## src/rtl/kwd_pkg.sv

```systemverilog
package kwd_pkg;
  localparam int ADDR_W = 5;
  localparam int DATA_W = 32;
  localparam int PTV_W  = 3;
  localparam int KEY_W  = 16;
  localparam int SETTLE = 2;

  localparam logic [ADDR_W-1:0] OFF_REV   = 5'h00;
  localparam logic [ADDR_W-1:0] OFF_CTRL  = 5'h04;
  localparam logic [ADDR_W-1:0] OFF_COUNT = 5'h08;
  localparam logic [ADDR_W-1:0] OFF_LOAD  = 5'h0C;
  localparam logic [ADDR_W-1:0] OFF_TRIG  = 5'h10;
  localparam logic [ADDR_W-1:0] OFF_KEY   = 5'h14;
  localparam logic [ADDR_W-1:0] OFF_BUSY  = 5'h18;

  localparam logic [KEY_W-1:0] KEY_ON1  = 16'hBBBB;
  localparam logic [KEY_W-1:0] KEY_ON2  = 16'h4444;
  localparam logic [KEY_W-1:0] KEY_OFF1 = 16'hAAAA;
  localparam logic [KEY_W-1:0] KEY_OFF2 = 16'h5555;

  typedef enum logic [1:0] {
    KS_IDLE    = 2'd0,
    KS_ARM_ON  = 2'd1,
    KS_ARM_OFF = 2'd2
  } key_state_t;
endpackage

```

## src/rtl/kwd_post.sv

```systemverilog
module kwd_post #(
  parameter int W      = 32,
  parameter int SETTLE = 2
) (
  input  logic         clk,
  input  logic         rst_n,
  input  logic         tick,
  input  logic         wr_hit,
  input  logic [W-1:0] wdata,
  output logic         busy,
  output logic         commit,
  output logic [W-1:0] data
);
  localparam int AGE_W = (SETTLE > 1) ? $clog2(SETTLE) : 1;

  logic         busy_q, busy_d;
  logic [AGE_W-1:0] age_q, age_d;
  logic [W-1:0] data_q, data_d;
  logic         commit_d;

  always_comb begin
    busy_d   = busy_q;
    age_d    = age_q;
    data_d   = data_q;
    commit_d = 1'b0;
    if (!busy_q) begin
      if (wr_hit) begin
        busy_d = 1'b1;
        age_d  = '0;
        data_d = wdata;
      end
    end else if (tick) begin
      if (age_q == AGE_W'(SETTLE - 1)) begin
        busy_d   = 1'b0;
        commit_d = 1'b1;
      end else begin
        age_d = age_q + 1'b1;
      end
    end
  end

  always_ff @(posedge clk or negedge rst_n) begin
    if (!rst_n) begin
      busy_q <= 1'b0;
      age_q  <= '0;
      data_q <= '0;
    end else begin
      busy_q <= busy_d;
      age_q  <= age_d;
      data_q <= data_d;
    end
  end

  assign busy   = busy_q;
  assign commit = commit_d;
  assign data   = data_q;

  // a write landing on a busy slot leaves the staged value untouched
  assert_busy_ignore_R4: assert property (@(posedge clk) disable iff (!rst_n)
    (busy_q && wr_hit) |=> $stable(data_q));
  // a busy flag only drops on a timer tick
  assert_clear_on_tick_R3: assert property (@(posedge clk) disable iff (!rst_n)
    $fell(busy_q) |-> $past(tick));
  // an accepted write raises the flag on the next clock
  assert_flag_set_R3: assert property (@(posedge clk) disable iff (!rst_n)
    (!busy_q && wr_hit) |=> busy_q);
endmodule

```

## src/rtl/kwd_keyseq.sv

```systemverilog
module kwd_keyseq
  import kwd_pkg::*;
(
  input  logic             clk,
  input  logic             rst_n,
  input  logic             commit,
  input  logic [KEY_W-1:0] key,
  output logic             run
);
  key_state_t st_q, st_d;
  logic       run_q, run_d;

  always_comb begin
    st_d  = st_q;
    run_d = run_q;
    if (commit) begin
      unique case (st_q)
        KS_ARM_ON: begin
          if (key == KEY_ON2) run_d = 1'b1;
          st_d = KS_IDLE;
        end
        KS_ARM_OFF: begin
          if (key == KEY_OFF2) run_d = 1'b0;
          st_d = KS_IDLE;
        end
        default: begin
          if (key == KEY_ON1)       st_d = KS_ARM_ON;
          else if (key == KEY_OFF1) st_d = KS_ARM_OFF;
          else                      st_d = KS_IDLE;
        end
      endcase
    end
  end

  always_ff @(posedge clk or negedge rst_n) begin
    if (!rst_n) begin
      st_q  <= KS_IDLE;
      run_q <= 1'b0;
    end else begin
      st_q  <= st_d;
      run_q <= run_d;
    end
  end

  assign run = run_q;

  // run state changes only on a committed key write
  assert_run_hold_R6: assert property (@(posedge clk) disable iff (!rst_n)
    !commit |=> $stable(run_q));
  // starting requires a prior first key
  assert_start_armed_R6: assert property (@(posedge clk) disable iff (!rst_n)
    $rose(run_q) |-> $past(st_q == KS_ARM_ON));
  // stopping requires a prior first stop key
  assert_stop_armed_R7: assert property (@(posedge clk) disable iff (!rst_n)
    $fell(run_q) |-> $past(st_q == KS_ARM_OFF));
endmodule

```

## src/rtl/kwd_count.sv

```systemverilog
module kwd_count #(
  parameter int CNT_W = 32,
  parameter int PTV_W = 3
) (
  input  logic             clk,
  input  logic             rst_n,
  input  logic             tick,
  input  logic             run,
  input  logic             pre_en,
  input  logic [PTV_W-1:0] ptv,
  input  logic             ps_clr,
  input  logic             reload,
  input  logic [CNT_W-1:0] load_val,
  output logic [CNT_W-1:0] cnt,
  output logic             wdt_rst
);
  localparam int DIV_W = (1 << PTV_W) - 1;

  logic [DIV_W-1:0] ps_q, ps_d, ps_lim;
  logic [CNT_W-1:0] cnt_q, cnt_d;
  logic             rst_q, rst_d;
  logic             ps_hit, step;

  assign ps_lim = (DIV_W'(1) << ptv) - DIV_W'(1);
  assign ps_hit = (ps_q == ps_lim);
  assign step   = run && tick && (!pre_en || ps_hit);

  always_comb begin
    ps_d = ps_q;
    if (ps_clr || reload || !run) ps_d = '0;
    else if (tick && pre_en)      ps_d = ps_hit ? '0 : ps_q + 1'b1;
  end

  always_comb begin
    cnt_d = cnt_q;
    rst_d = 1'b0;
    if (reload) begin
      cnt_d = load_val;
    end else if (step) begin
      if (&cnt_q) begin
        cnt_d = load_val;
        rst_d = 1'b1;
      end else begin
        cnt_d = cnt_q + 1'b1;
      end
    end
  end

  always_ff @(posedge clk or negedge rst_n) begin
    if (!rst_n) begin
      ps_q  <= '0;
      cnt_q <= '0;
      rst_q <= 1'b0;
    end else begin
      ps_q  <= ps_d;
      cnt_q <= cnt_d;
      rst_q <= rst_d;
    end
  end

  assign cnt     = cnt_q;
  assign wdt_rst = rst_q;

  // the reset request lasts a single clock
  assert_pulse_one_R10: assert property (@(posedge clk) disable iff (!rst_n)
    rst_q |=> !rst_q);
  // the request coincides with the counter holding the start value
  assert_wrap_load_R10: assert property (@(posedge clk) disable iff (!rst_n)
    rst_q |-> (cnt_q == $past(load_val)));
  // a stopped timer without reload keeps its count
  assert_idle_hold_R7: assert property (@(posedge clk) disable iff (!rst_n)
    (!run && !reload) |=> $stable(cnt_q));
  // without a tick the count does not advance
  assert_no_tick_R9: assert property (@(posedge clk) disable iff (!rst_n)
    (!tick && !reload) |=> $stable(cnt_q));
endmodule

```

## src/rtl/keyed_wdog.sv

```systemverilog
module keyed_wdog
  import kwd_pkg::*;
#(
  parameter logic [7:0]        REV_ID   = 8'h31,
  parameter logic [DATA_W-1:0] RST_LOAD = 32'hFFFFF000
) (
  input  logic              clk,
  input  logic              rst_n,
  input  logic              tick_i,
  input  logic              bus_wr,
  input  logic [ADDR_W-1:0] bus_addr,
  input  logic [DATA_W-1:0] bus_wdata,
  output logic [DATA_W-1:0] bus_rdata,
  output logic              wdt_rst_o
);
  localparam int CTRL_W = PTV_W + 1;

  logic hit_ctrl, hit_load, hit_trig, hit_key;
  logic busy_ctrl, busy_load, busy_trig, busy_key;
  logic com_ctrl, com_load, com_trig, com_key;
  logic [CTRL_W-1:0] stg_ctrl;
  logic [DATA_W-1:0] stg_load, stg_trig;
  logic [KEY_W-1:0]  stg_key;

  logic [CTRL_W-1:0] ctrl_q, ctrl_d;
  logic [DATA_W-1:0] load_q, load_d, trig_q, trig_d;
  logic              reload, run;
  logic [DATA_W-1:0] cnt;

  assign hit_ctrl = bus_wr && (bus_addr == OFF_CTRL);
  assign hit_load = bus_wr && (bus_addr == OFF_LOAD);
  assign hit_trig = bus_wr && (bus_addr == OFF_TRIG);
  assign hit_key  = bus_wr && (bus_addr == OFF_KEY);

  kwd_post #(.W(CTRL_W), .SETTLE(SETTLE)) u_post_ctrl (
    .clk(clk), .rst_n(rst_n), .tick(tick_i), .wr_hit(hit_ctrl),
    .wdata(bus_wdata[5:2]), .busy(busy_ctrl), .commit(com_ctrl), .data(stg_ctrl));
  kwd_post #(.W(DATA_W), .SETTLE(SETTLE)) u_post_load (
    .clk(clk), .rst_n(rst_n), .tick(tick_i), .wr_hit(hit_load),
    .wdata(bus_wdata), .busy(busy_load), .commit(com_load), .data(stg_load));
  kwd_post #(.W(DATA_W), .SETTLE(SETTLE)) u_post_trig (
    .clk(clk), .rst_n(rst_n), .tick(tick_i), .wr_hit(hit_trig),
    .wdata(bus_wdata), .busy(busy_trig), .commit(com_trig), .data(stg_trig));
  kwd_post #(.W(KEY_W), .SETTLE(SETTLE)) u_post_key (
    .clk(clk), .rst_n(rst_n), .tick(tick_i), .wr_hit(hit_key),
    .wdata(bus_wdata[KEY_W-1:0]), .busy(busy_key), .commit(com_key), .data(stg_key));

  always_comb begin
    ctrl_d = com_ctrl ? stg_ctrl : ctrl_q;
    load_d = com_load ? stg_load : load_q;
    trig_d = com_trig ? stg_trig : trig_q;
  end

  assign reload = com_trig && (stg_trig != trig_q);

  always_ff @(posedge clk or negedge rst_n) begin
    if (!rst_n) begin
      ctrl_q <= '0;
      load_q <= RST_LOAD;
      trig_q <= '0;
    end else begin
      ctrl_q <= ctrl_d;
      load_q <= load_d;
      trig_q <= trig_d;
    end
  end

  kwd_keyseq u_keys (
    .clk(clk), .rst_n(rst_n), .commit(com_key), .key(stg_key), .run(run));

  kwd_count #(.CNT_W(DATA_W), .PTV_W(PTV_W)) u_count (
    .clk(clk), .rst_n(rst_n), .tick(tick_i), .run(run),
    .pre_en(ctrl_q[CTRL_W-1]), .ptv(ctrl_q[PTV_W-1:0]), .ps_clr(com_ctrl),
    .reload(reload), .load_val(load_q), .cnt(cnt), .wdt_rst(wdt_rst_o));

  always_comb begin
    bus_rdata = '0;
    unique case (bus_addr)
      OFF_REV:   bus_rdata = {{(DATA_W-8){1'b0}}, REV_ID};
      OFF_CTRL:  bus_rdata = {{(DATA_W-6){1'b0}}, ctrl_q, 2'b00};
      OFF_COUNT: bus_rdata = cnt;
      OFF_LOAD:  bus_rdata = load_q;
      OFF_TRIG:  bus_rdata = trig_q;
      OFF_BUSY:  bus_rdata = {{(DATA_W-5){1'b0}}, busy_key, busy_trig,
                              busy_load, 1'b0, busy_ctrl};
      default:   bus_rdata = '0;
    endcase
  end

  // the counter reload follows a committed, changed trigger value
  assert_trig_reload_R5: assert property (@(posedge clk) disable iff (!rst_n)
    reload |=> (cnt == $past(load_q)));
  // the start value changes only when its slot commits
  assert_load_commit_R3: assert property (@(posedge clk) disable iff (!rst_n)
    !com_load |=> $stable(load_q));
endmodule

```

## config.mk

```make
export PLATFORM = sky130hd
export DESIGN_NAME = keyed_wdog
export DESIGN_NICKNAME = d
export VERILOG_FILES = /design/src/rtl/kwd_pkg.sv /design/src/rtl/kwd_post.sv /design/src/rtl/kwd_keyseq.sv /design/src/rtl/kwd_count.sv /design/src/rtl/keyed_wdog.sv
export SDC_FILE = /design/constraint.sdc
export NUM_CORES = 1
export LEC_CHECK = 0
export ABC_AREA = 1
export BUFFER_PORTS_ARGS = -buffer_cell sky130_fd_sc_hd__clkbuf_2
export CAP_MARGIN = 25
export CORE_MARGIN = 2
export CORE_UTILIZATION = 45
export CTS_CLUSTER_SIZE = 16
export DETAILED_ROUTE_END_ITERATION = 16
export PLACE_DENSITY = 0.59
export SYNTH_ARGS = -nofsm -noshare
export SYNTH_HDL_FRONTEND = slang
export SYNTH_SLANG_ARGS = --single-unit
```

## constraint.sdc

```tcl
create_clock -name clk -period 2.2 [get_ports clk]
set_clock_uncertainty 0.1 [all_clocks]
set_input_delay 0.22 -clock clk [delete_from_list [all_inputs] [get_ports clk]]
set_output_delay 0.22 -clock clk [all_outputs]
set_load 0.005 [all_outputs]
```

==> flow_metrics.tcl <==
set metrics [dict create \
    status "finished, final reports clean" \
    synth_seq_cells 203 \
    synthFlopType "dfrtp_1" \
    worstHoldStart "bus_addr[4]" \
    worstPathRequired_ps 1880 \
    max-vdd-ir-drop_mv 0.612 \
    hpwl_um 23200 \
    htree_levels 1 \
    critical_path_class "reg -> out" \
    power.density_nw_per_um2 1060 \
    overflow 0 \
    reg2reg_from "u_count.cnt[1]" \
    netlist_area_um2 11100 \
    yosys_warnings 0 \
    synth_edf_count 0 \
    die_width_um 161 \
    path_cells "nand2_1 -> nand2_1 -> a21oi_1 -> o221ai_1 -> clkbuf_2" \
    synthArstFlopShare_pct 100 \
    rsz0062_at_grt "no" \
    drtAntennaViolNets 0 \
    p_leak_uw 0.00652 \
    drt_iter0_markers 755 \
    nFillCells 2370 \
    path_delay_family "compound AO/OA/AOI/OAI gates" \
    grt_pass1_wl_um 51500 \
    finalHoldViolations 0 \
    ys_seq_area_share_pct 46.0 \
    drive_above_1_share_pct 17.1 \
    maxCapViolCount 0 \
    reg2reg_depth 13 \
    routedWlPerCell_um 16.9 \
    cts_inserted_buffers 24 \
    grt_start_max_net_pins 70 \
    syn_area_per_cell_um2 7.69 \
    grt_pass1_vias 9307 \
    finalWirelength_um 32500 \
    cts.sinks 203 \
    syn_inst 1443 \
    relSlewSlack_pct 46.2 \
    diodes 0 \
    antenna_found_initial 0 \
    setup_ws_ps 85.4 \
    max_freq_mhz 473 \
    stdcell_count 1917 \
    gp_congestion 0.913 \
    core_area_um2 24200 \
    min_path_type "in -> reg" \
    synth_nets 1488 \
    r2r_setup_slack_ps 150 \
    period_share_pct 96.1 \
    die_area_um2 25900 \
    fp.dieH_um 161 \
    initial_core_util_pct 45.8 \
    path_common_cell "nand2_1" \
    vias_per_cell 5.16 \
    cts_tree "yes" \
    critPathLaunchType "register" \
    end_kind "output port" \
    dp_cells 1825 \
    area_growth_pct 19.5 \
    insertion_delay_ps 540 \
    cpMaxStageDelayCell "dfrtp_1" \
    path_clk_slew_ps 60 \
    clock_path_buffers 3 \
    post-route-min-period_ps 2110 \
    worst_pin_slew_ps 806 \
    r2r_end "u_count.cnt[19]" \
    row_count 57 \
    hold_end "u_post_ctrl.data[3]" \
    routed-via-count 9893 \
    drv_slew 0 \
    drc_errors 0 \
    port_buffers 73 \
    dp_slack_ps 41.5 \
    finalSetupViolations 0 \
    yosysUniqueCellTypes 45 \
    setup_tns_ps 0 \
    final_nets 1620 \
    critPathMaxFanout 5 \
    critical_path_buf_inv_count 1 \
    max_stage_delay_ps 430 \
    num_io_pins 74 \
    first_pass_iters 5 \
    cts_root_buf "clkbuf_16" \
    track_usage_pct 25.2 \
    min_path_cells 4 \
    cp.arrival_ps 1790 \
]
[worst reg2reg max path, delay by kind of cell (launching register included)]
| kind | cells | cell delay, ps |
|---|---|---|
| fa+ha+maj | 1 | 190 |
| buf+inv | 1 | 270 |
| flops | 1 | 450 |
| simple gates | 11 | 920 |
[placed cells by master (no fill, tap or decap), types with 29 or more instances in the layout]
master / count
nand2_1: 530
a21oi_1: 29
clkbuf_2: 72
o21ai_0: 98
dfrtp_1: 179
inv_1: 132
dlygate4sd3_1: 36
nor2_1: 67
buf_4: 40
nand3_1: 110
[layout make-up]
cell class                      instances  area, um^2  area share [%]
Clock buffer                           38         703            5.30
Tap cell                              324         405            3.06
Clock inverter                          6        80.1           0.603
Multi-Input combinational cell       1037        5130            38.7
Timing Repair Buffer                  163        1290            9.71
Sequential cell                       203        5110            38.5
Inverter                              146         551            4.15
[report_power, final]
part,switching (uW),internal [uW],total (uW)
sequential,1180,4960,6130
combinational,2380,1650,4040
clock,1580,2320,3900
total,5150,8930,14100
[repair_timing]
| action | CTS | global route |
|---|---|---|
| buffers inserted | 0 | 10 |
| endpoints found under the hold margin | 142 | 0 |
| endpoints found under the setup margin | 0 | 33 |
| resized for setup | 0 | 16 |
| hold buffers | 36 | 0 |
[per-layer routing]
layer,up-vias,routed length [um],global-route usage (%)
met2,298,14000,37.2
met1,4655,15600,39.0
met4,0,998,6.45
met5,-,0,0
li1,4878,-,-
met3,62,1890,3.36
[kinds of logic (layout without fill, tap and decap cells)]
group / after synthesis / count (layout) / share of synthesized area, %
DFF: 203 / 203 / 46.0
buffers and inverters: 205 / 353 / 8.30
xor gates and xnor gates: 42 / 42 / 3.31
and+or+nand+nor: 780 / 782 / 30.4
muxes: 20 / 20 / 2.03
AOI/OAI and AO/OA: 189 / 189 / 9.51
adders and majority gates: 4 / 4 / 0.451
[synthesized netlist by cell type, types with 3 or more instances]
cell type / n / area (um^2)
a21oi_1: 29 / 145
buf_12: 3 / 60.1
buf_2: 14 / 70.1
buf_6: 10 / 113
clkbuf_1: 29 / 109
dfrtp_1: 183 / 4580
dfstp_2: 20 / 526
ha_1: 4 / 50.1
inv_1: 132 / 495
inv_2: 12 / 45.0
mux2_2: 20 / 225
nand2_1: 530 / 1990
nand2_2: 12 / 75.1
nand2_4: 3 / 33.8
nand2_8: 3 / 60.1
nand3_1: 111 / 556
nand4_1: 15 / 93.8
nor2_1: 72 / 270
nor2_2: 6 / 37.5
nor2_4: 5 / 56.3
nor3_1: 9 / 45.0
o211ai_1: 15 / 113
o21ai_0: 98 / 490
o21ai_1: 27 / 135
o21ai_2: 4 / 35.0
o221ai_1: 12 / 105
xnor2_1: 26 / 228
xor2_1: 16 / 140
[per-stage QoR]
stage | instance area (um^2) | hold slack, ps | util, % | power (uW)
after floorplan | 11100 | -176 | - | 8720
after global placement | 11900 | 188 | 49.2 | 9880
after detailed placement | 11900 | 194 | 49.2 | 9980
after CTS | 13100 | 8.57 | 54.0 | 14000
after global routing | 13300 | 29.2 | 54.7 | 15000
final | 13300 | 35.0 | 54.7 | 14100
[state kept, by name, indices dropped and copies added, names as in the netlist]
signal,count
load_q,32
trig_q,32
u_count.cnt,32
u_post_load.data,32
u_post_trig.data,32
u_post_key.data,16
u_count.ps_q,7
ctrl_q,4
u_post_ctrl.data,4
u_keys.st_q,2
u_count.wdt_rst,1
u_keys.run,1
u_post_ctrl.age_q,1
u_post_ctrl.busy,1
u_post_key.age_q,1
u_post_key.busy,1
u_post_load.age_q,1
u_post_load.busy,1
u_post_trig.age_q,1
u_post_trig.busy,1
[how the worst max path moves through the flow]
stage,startpoint,end,slack (ps),depth (start not counted)
3_5_place_dp,u_count.cnt[1],u_count.cnt[3],40,13
2_1_floorplan,u_count.cnt[1],u_count.cnt[21],410,13
6_report,u_post_ctrl.busy,bus_rdata[0],90,5
4_1_cts,u_count.cnt[1],u_count.cnt[3],40,13
5_1_grt,u_count.cnt[0],u_count.cnt[1],5,13
3_3_place_gp,u_count.cnt[1],u_count.cnt[3],50,13
No activity file was read; power rests on OpenSTA's default activity.
